<file path="src/rtl/bar_hit_decoder.sv">
module bar_hit_decoder #(
  parameter int          HDR_TYPE  = 0,
  parameter logic [5:0]  IMPL_MASK = 6'b101111,
  parameter logic [5:0]  IO_MASK   = 6'b000010,
  parameter logic [5:0]  W64_MASK  = 6'b000100,
  parameter logic [5:0]  PREF_MASK = 6'b100100,
  parameter logic [47:0] SIZE_LOG2 = {8'd16, 8'd0, 8'd0, 8'd20, 8'd5, 8'd12},
  parameter int          CFG_AW    = 6
) (
  input  logic              clk,
  input  logic              rst_n,
  input  logic              cfg_we,
  input  logic [CFG_AW-1:0] cfg_addr,
  input  logic [31:0]       cfg_wdata,
  output logic [31:0]       cfg_rdata,
  input  logic              req_valid,
  input  logic [63:0]       req_addr,
  input  logic              req_is_io,
  output logic              hit,
  output logic [2:0]        hit_bar,
  output logic              miss
);

  localparam int SLOTS     = (HDR_TYPE == 1) ? 2 : 6;
  localparam int CMD_ADDR  = 1;
  localparam int BAR_ADDR0 = 4;

  function automatic logic [5:0] calc_upper();
    logic [5:0] u;
    logic skip;
    u = '0;
    skip = 1'b0;
    for (int i = 0; i < 6; i++) begin
      if (skip) begin
        u[i] = 1'b1;
        skip = 1'b0;
      end else if (i + 1 < SLOTS && IMPL_MASK[i] && W64_MASK[i] && !IO_MASK[i]) begin
        skip = 1'b1;
      end
    end
    return u;
  endfunction

  function automatic logic [5:0] calc_active(logic [5:0] up);
    logic [5:0] a;
    for (int i = 0; i < 6; i++)
      a[i] = (i < SLOTS) && IMPL_MASK[i] && !up[i] &&
             !(W64_MASK[i] && !IO_MASK[i] && i + 1 >= SLOTS);
    return a;
  endfunction

  localparam logic [5:0] UPPER  = calc_upper();
  localparam logic [5:0] ACTIVE = calc_active(UPPER);
  localparam logic [5:0] WIDE   = ACTIVE & W64_MASK & ~IO_MASK;

  logic        io_en, mem_en;
  logic [31:0] bar_w  [6];
  logic [31:0] rd_bar [6];
  logic [5:0]  match;

  always_ff @(posedge clk or negedge rst_n)
    if (!rst_n) {mem_en, io_en} <= 2'b00;
    else if (cfg_we && cfg_addr == CFG_AW'(CMD_ADDR)) {mem_en, io_en} <= cfg_wdata[1:0];

  for (genvar i = 0; i < 6; i++) begin : g_slot
    localparam int          SZ     = int'(SIZE_LOG2[8*i +: 8]);
    localparam logic [31:0] LOMASK = UPPER[i]  ? 32'hffff_ffff :
                                     ACTIVE[i] ? ~((32'd1 << SZ) - 32'd1) : 32'd0;
    localparam logic [31:0] TYPEB  = ACTIVE[i] ?
      {28'd0, PREF_MASK[i] & ~IO_MASK[i], WIDE[i], 1'b0, IO_MASK[i]} : 32'd0;
    logic [31:0] q;
    logic [31:0] hi;

    always_ff @(posedge clk or negedge rst_n)
      if (!rst_n) q <= '0;
      else if (cfg_we && cfg_addr == CFG_AW'(BAR_ADDR0 + i)) q <= cfg_wdata & LOMASK;

    assign bar_w[i]  = q;
    assign rd_bar[i] = q | TYPEB;

    if (i < 5 && WIDE[i]) begin : g_wide
      assign hi = bar_w[i+1];
    end else begin : g_narrow
      assign hi = 32'd0;
    end

    assign match[i] = ACTIVE[i] && req_valid && (req_is_io == IO_MASK[i]) &&
                      (IO_MASK[i] ? io_en : mem_en) &&
                      (((req_addr ^ {hi, q}) & {32'hffff_ffff, LOMASK}) == 64'd0);

    if (!ACTIVE[i] && !UPPER[i]) begin : g_absent
      assert_absent_reads_zero_R2: assert property (@(posedge clk) disable iff (!rst_n)
        (cfg_addr == CFG_AW'(BAR_ADDR0 + i)) |-> (cfg_rdata == 32'd0));
      assert_absent_never_hits_R2: assert property (@(posedge clk) disable iff (!rst_n)
        hit |-> (hit_bar != 3'(i)));
    end
  end

  always_comb begin
    cfg_rdata = '0;
    if (cfg_addr == CFG_AW'(CMD_ADDR)) cfg_rdata = {30'd0, mem_en, io_en};
    for (int i = 0; i < 6; i++)
      if (cfg_addr == CFG_AW'(BAR_ADDR0 + i)) cfg_rdata = rd_bar[i];
  end

  always_comb begin
    hit_bar = '0;
    for (int i = 5; i >= 0; i--)
      if (match[i]) hit_bar = 3'(i);
  end

  assign hit  = |match;
  assign miss = req_valid & ~hit;

  assert_mem_needs_enable_R7: assert property (@(posedge clk) disable iff (!rst_n)
    (hit && !req_is_io) |-> mem_en);
  assert_io_needs_enable_R7: assert property (@(posedge clk) disable iff (!rst_n)
    (hit && req_is_io) |-> io_en);
  assert_kind_matches_R8: assert property (@(posedge clk) disable iff (!rst_n)
    hit |-> (IO_MASK[hit_bar] == req_is_io));
  assert_one_outcome_R10: assert property (@(posedge clk) disable iff (!rst_n)
    req_valid |-> (hit != miss));
  assert_quiet_idle_R10: assert property (@(posedge clk) disable iff (!rst_n)
    !req_valid |-> (!hit && !miss));
  assert_slot_in_header_R11: assert property (@(posedge clk) disable iff (!rst_n)
    hit |-> (int'(hit_bar) < SLOTS));

endmodule

</file>
<file path="config.mk">
export PLATFORM = sky130hd
export DESIGN_NAME = bar_hit_decoder
export DESIGN_NICKNAME = d
export VERILOG_FILES = /design/src/rtl/bar_hit_decoder.sv
export SDC_FILE = /design/constraint.sdc
export NUM_CORES = 1
export LEC_CHECK = 0
export ABC_AREA = 1
export BUFFER_PORTS_ARGS = -buffer_cell sky130_fd_sc_hd__buf_4
export CAP_MARGIN = 20
export CORE_ASPECT_RATIO = 1.75
export CORE_MARGIN = 2
export CORE_UTILIZATION = 56
export DETAILED_ROUTE_END_ITERATION = 16
export PLACE_DENSITY_LB_ADDON = 0.2
export SYNTH_ARGS = -nofsm -noshare
export SYNTH_HDL_FRONTEND = slang
export SYNTH_SLANG_ARGS = --single-unit
</file>
<file path="constraint.sdc">
create_clock -name clk -period 2.7 [get_ports clk]
set_input_delay 0.675 -clock clk [delete_from_list [all_inputs] [get_ports clk]]
set_output_delay 0.675 -clock clk [all_outputs]
set_load 0.01 [all_outputs]
</file>
; ---- After elaboration in Yosys (flattened, before gate mapping)
; Cells that the tools add are included.
[op_classes]
eq_ne = 7
mux = 11
bitwise = 7
reduce_logical = 19
[ops]
columns = operator, count
row1 = logical NOT 64 bit, 4
row2 = two-way mux 32 bit, 6
row3 = bitwise XOR 64 x 32 -> 64 bit, 3
row4 = bitwise XOR 64 bit, 1
row5 = == test 6 x 3 -> 1 bit (second input constant), 4
row6 = logical AND 1 bit, 14
row7 = == test 6 x 4 -> 1 bit (second input constant), 2
row8 = two-way mux 3 bit, 4
row9 = == test 6 x 1 -> 1 bit (second input constant), 1
row10 = OR reduction 4 bit, 1
row11 = two-way mux 2 bit, 1
row12 = NOT 1 bit, 2
row13 = bitwise AND 1 bit, 1
[word_totals]
register_bits = 109
in_bits = 107
output_inout_bits = 37
elab_cells = 51

; ---- Longest topological paths before layout
[logic_depth]
depth_word = 8
ltp_mapped = 12

; ---- Worst setup path before layout
; Ideal clock, no wire load.
[synth_path]
path_type = input port to output port
from = input cfg_addr[5]
to = output cfg_rdata[14]
t_arrival_ns = 1.725
required_ns = 2.025
path_slack_ns = 0.300
stages = 6
n_path_buf = 1
cell_sequence = nor2_4 nand4_4 nor2_4 inv_2 buf_6 o211ai_1
[synth_between]
elab_chain_cells = 7
elab_cells_between_ends = 12
cone_classes = 6 x eq/ne / 6 x mux
[synth_rtl]
columns = element, line
row1 = "start, declared", 13  ; input logic [CFG_AW-1:0] cfg_addr,
row2 = == test 6 x 3 -> 1 bit, 103  ; if (cfg_addr == CFG_AW'(BAR_ADDR0 + i)) cfg_rdata = rd_bar[i];
row3 = two-way mux 32 bit (5 in a row), 103
row4 = two-way mux 32 bit (*), 103
row5 = "end, declared", 15  ; output logic [31:0] cfg_rdata,
; Every way passes the cells marked *; elsewhere a longest branch is shown, timed or not.

; ---- Worst setup path in the final report
[layout_path]
from = input req_addr[45]
to = output hit_bar[0]
[layout_between]
elab_chain_cells = 7
elab_cells_between_ends = 16
cone_classes = 4 x mux / 4 x bitwise / 8 x reduce/logical
[layout_rtl]
columns = element, line
row1 = "start, declared", 17  ; input logic [63:0] req_addr,
row2 = bitwise XOR 64 x 32 -> 64 bit, 89  ; (((req_addr ^ {hi, q}) & {32'hffff_ffff, LOMASK}) == 64'd0);
row3 = logical NOT 64 bit, 89
row4 = logical AND 1 bit, 88  ; (IO_MASK[i] ? io_en : mem_en) &&
row5 = two-way mux 3 bit (3 in a row), 109  ; if (match[i]) hit_bar = 3'(i);
row6 = two-way mux 3 bit (*), 109
row7 = "end, declared", 20  ; output logic [2:0] hit_bar,
; Marks and branches as above.

==> reports/metrics.yaml <==
clock_network:
  postCtsHoldBufs: 0
  cts_buffers: 9
  htree_num_levels: 3
  numClockSinks: 109
  clk_latency_ns: 0.35
  clockBufferDepth: 2
  path_clk_slew_ns: 0.07
  cts_tree: "done"
  cts_root_buf: "clkbuf_16"
yosys:
  yosys_register_bits: 109
  synth.most_common_cell: "nand2_1"
  syn_inst: 966
  synth-edff-count: 0
  synth_cell_type_count: 38
  synth_area_per_cell_um2: 7.20
  ys_seq_area_share_pct: 39.2
  yosysTopAreaCell: "dfrtp_1"
  synthDominantCellAreaShare_pct: 39.2
  syn-cell-area_mm2: 0.00695
  synth_commonest_cells: "334 x nand2_1, 127 x inv_1, 109 x dfrtp_1, 93 x nor2_1, 50 x o21ai_0"
  async_flop_share_pct: 100
  synth-main-ff-cell: "dfrtp_1"
  synth_warnings: 0
  syn-num-nets: 1073
  netlist_top_cells_area: "dfrtp_1 39%, nand2_1 18%, inv_1 6.9%"
sta:
  layout_setup_ws_ns: -0.102
  drv_slew: 0
  hold_viol: 0
  worstMarginPinSlew_ns: 0.643
  fmax_mhz: 357
  rsz0062_at_grt: "true"
  layout_min_cycle_time_ns: 2.80
  max_slew_margin_pct: 57.2
  holdWs_ns: 0.118
  skew_ns: 0
  fin_crit_sh_pct: 104
  setup_viol: 7
final_layout:
  seq_area_mm2: 0.00273
  layout-drive-gt1-share_pct: 27.1
  diodes: 0
  multi_input_area_mm2: 0.00368
  fillers: 974
  finalNonFillerCells: 1306
  area_growth_syn_to_layout_pct: 29.0
  final_nets: 1245
drt:
  routed_via_density: 5.45
  routed_wirelength_um: 22900
  drc: 0
  firstDrtPassIters: 6
  vias: 7118
  wire_per_inst_um: 17.5
  ant_nets: 0
  drt_iter0_drc: 504
floorplan:
  dieArea_mm2: 0.0134
  fp-row-count: 53
  core_mm2: 0.0121
  io_pins: 144
  start_util_pct: 57.6
  chipWidth_um: 88.2
  dieHeight_um: 151
setup_path:
  cp-end-kind: "output port"
  r2r_setup_slack_ns: 1.88
  worstReg2RegEnd: "g_slot[2].hi[3]"
  crit_fanout: 3
  start_kind: "primary input"
  path_class: "in -> out"
  rr_startpoint: "g_slot[2].hi[3]"
  cp.required_ns: 2.03
  crit_arrival_ns: 2.13
  worst-r2r-cell-count: 1
min_path:
  hp-class: "in -> async"
placed_design:
  gp_congestion: 0.943
  placed_cells: 1274
  hpwlAfterDp_um: 16700
  io_buffers: 138
grt:
  grt_overflow: 0
  antenna_found_initial: 0
  grt_max_degree: 70
  first_global_vias: 6910
  grtUsageTotal_pct: 34.8
  grt_pass1_wl_um: 34500
power:
  power.density_mw_per_mm2: 500
  vdd_drop_max_mv: 0.417
  p_leak_uw: 0.00455
  p_total_uw: 4480
run_status:
  violations: "negative setup slack"
  status: "finished with violations"
job:
  cap_violations: 0
[cells in the final DEF, fill, tap and decap left out, types with 4 or more instances in the layout]
cell | Yosys | routed
dfrtp_1 | 109 | 109
nand3_1 | 15 | 12
nor2_1 | 93 | 69
nand2_1 | 334 | 328
nand2_2 | 2 | 7
nand4_1 | 5 | 5
nor2_4 | 4 | 8
inv_1 | 127 | 123
a21oi_2 | 2 | 5
o21ai_0 | 50 | 41
nand3_2 | 1 | 4
buf_6 | 14 | 7
buf_4 | 1 | 178
nor2_2 | 0 | 20
nand2_4 | 4 | 5
o21ai_1 | 43 | 49
clkbuf_16 | 0 | 9
o211ai_1 | 8 | 8
xnor2_1 | 30 | 28
o21ai_2 | 35 | 38
a21oi_1 | 13 | 10
xor2_1 | 27 | 26
a22oi_1 | 6 | 6
buf_12 | 0 | 6
[sequential cells by signal, summed over array words and instances (netlist names)]
register and flops:
io_en 1, mem_en 1, g_slot.q 75, g_slot.hi 32
[where the power goes]
part	switching (µW)	total [µW]	internal [µW]
sequential	205	2050	1840
clock	593	1430	833
combinational	572	1010	435
total	1370	4480	3110
[stage by stage]
step / TNS (ns) / area, µm² / utilization [%] / setup slack, ns
2_1_floorplan: 0 / 6950 / - / 0.300
3_3_place_gp: -0.402 / 8280 / 68.6 / -0.0688
3_5_place_dp: -0.538 / 8280 / 68.6 / -0.0819
4_1_cts: 0 / 8730 / 72.3 / 0.000869
5_1_grt: -1.40 / 8970 / 74.3 / -0.125
6_report: -0.190 / 8970 / 74.3 / -0.102
[kinds of logic after synthesis]
| kind of cell | count (synthesis) | share of synthesized area [%] |
|---|---|---|
| AOI/OAI and AO/OA | 172 | 15.6 |
| xor gates and xnor gates | 57 | 7.18 |
| buffers and inverters | 161 | 10.5 |
| DFF | 109 | 39.2 |
| muxes | 1 | 0.216 |
| and+or+nand+nor | 466 | 27.3 |
[critical path: stages]
cell and delay [ns]:
buf_4 0.12, buf_4 0.12, nand2_1 0.06, nand2_1 0.09, nor2_1 0.09, nand2_1 0.11
nor2_1 0.13, nand2_1 0.08, nor2_2 0.15, nand2_2 0.11, a21oi_2 0.18, nor2_2 0.07
buf_4 0.14
[repair_timing]
item / CTS / global route
buffers inserted: 10 / 9
setup endpoints to repair: 18 / 22
resized for setup: 16 / 60
pin swaps: 7 / 23
[metal layers]
layer / wire (µm) / up-vias / global-route usage [%]
li1: - / 3355 / -
met1: 8050 / 3261 / 39.1
met2: 11400 / 379 / 61.0
met3: 1770 / 123 / 4.96
met4: 1670 / 0 / 20.9
met5: 0 / - / 0
[worst max-delay path by stage]
stage | slack (ns) | startpoint | cells past startpoint | endpoint
floorplan | 0.30 | cfg_addr[5] | 6 | cfg_rdata[14]
global placement | -0.07 | cfg_addr[5] | 10 | cfg_rdata[28]
detailed placement | -0.08 | cfg_addr[5] | 10 | cfg_rdata[28]
CTS | 0.0009 | req_addr[62] | 12 | hit_bar[2]
global route | -0.12 | req_addr[45] | 13 | hit_bar[0]
finish | -0.10 | req_addr[45] | 13 | hit_bar[0]
[final cells by class]
| class | instances | area share [%] |
|---|---|---|
| Clock buffer | 11 | 2.71 |
| Clock inverter | 3 | 0.767 |
| Inverter | 130 | 5.64 |
| Multi-Input combinational cell | 696 | 41.0 |
| Sequential cell | 109 | 30.4 |
| Tap cell | 165 | 2.30 |
| Timing Repair Buffer | 192 | 17.2 |
Note: power is estimated with default switching activity, not from simulation.
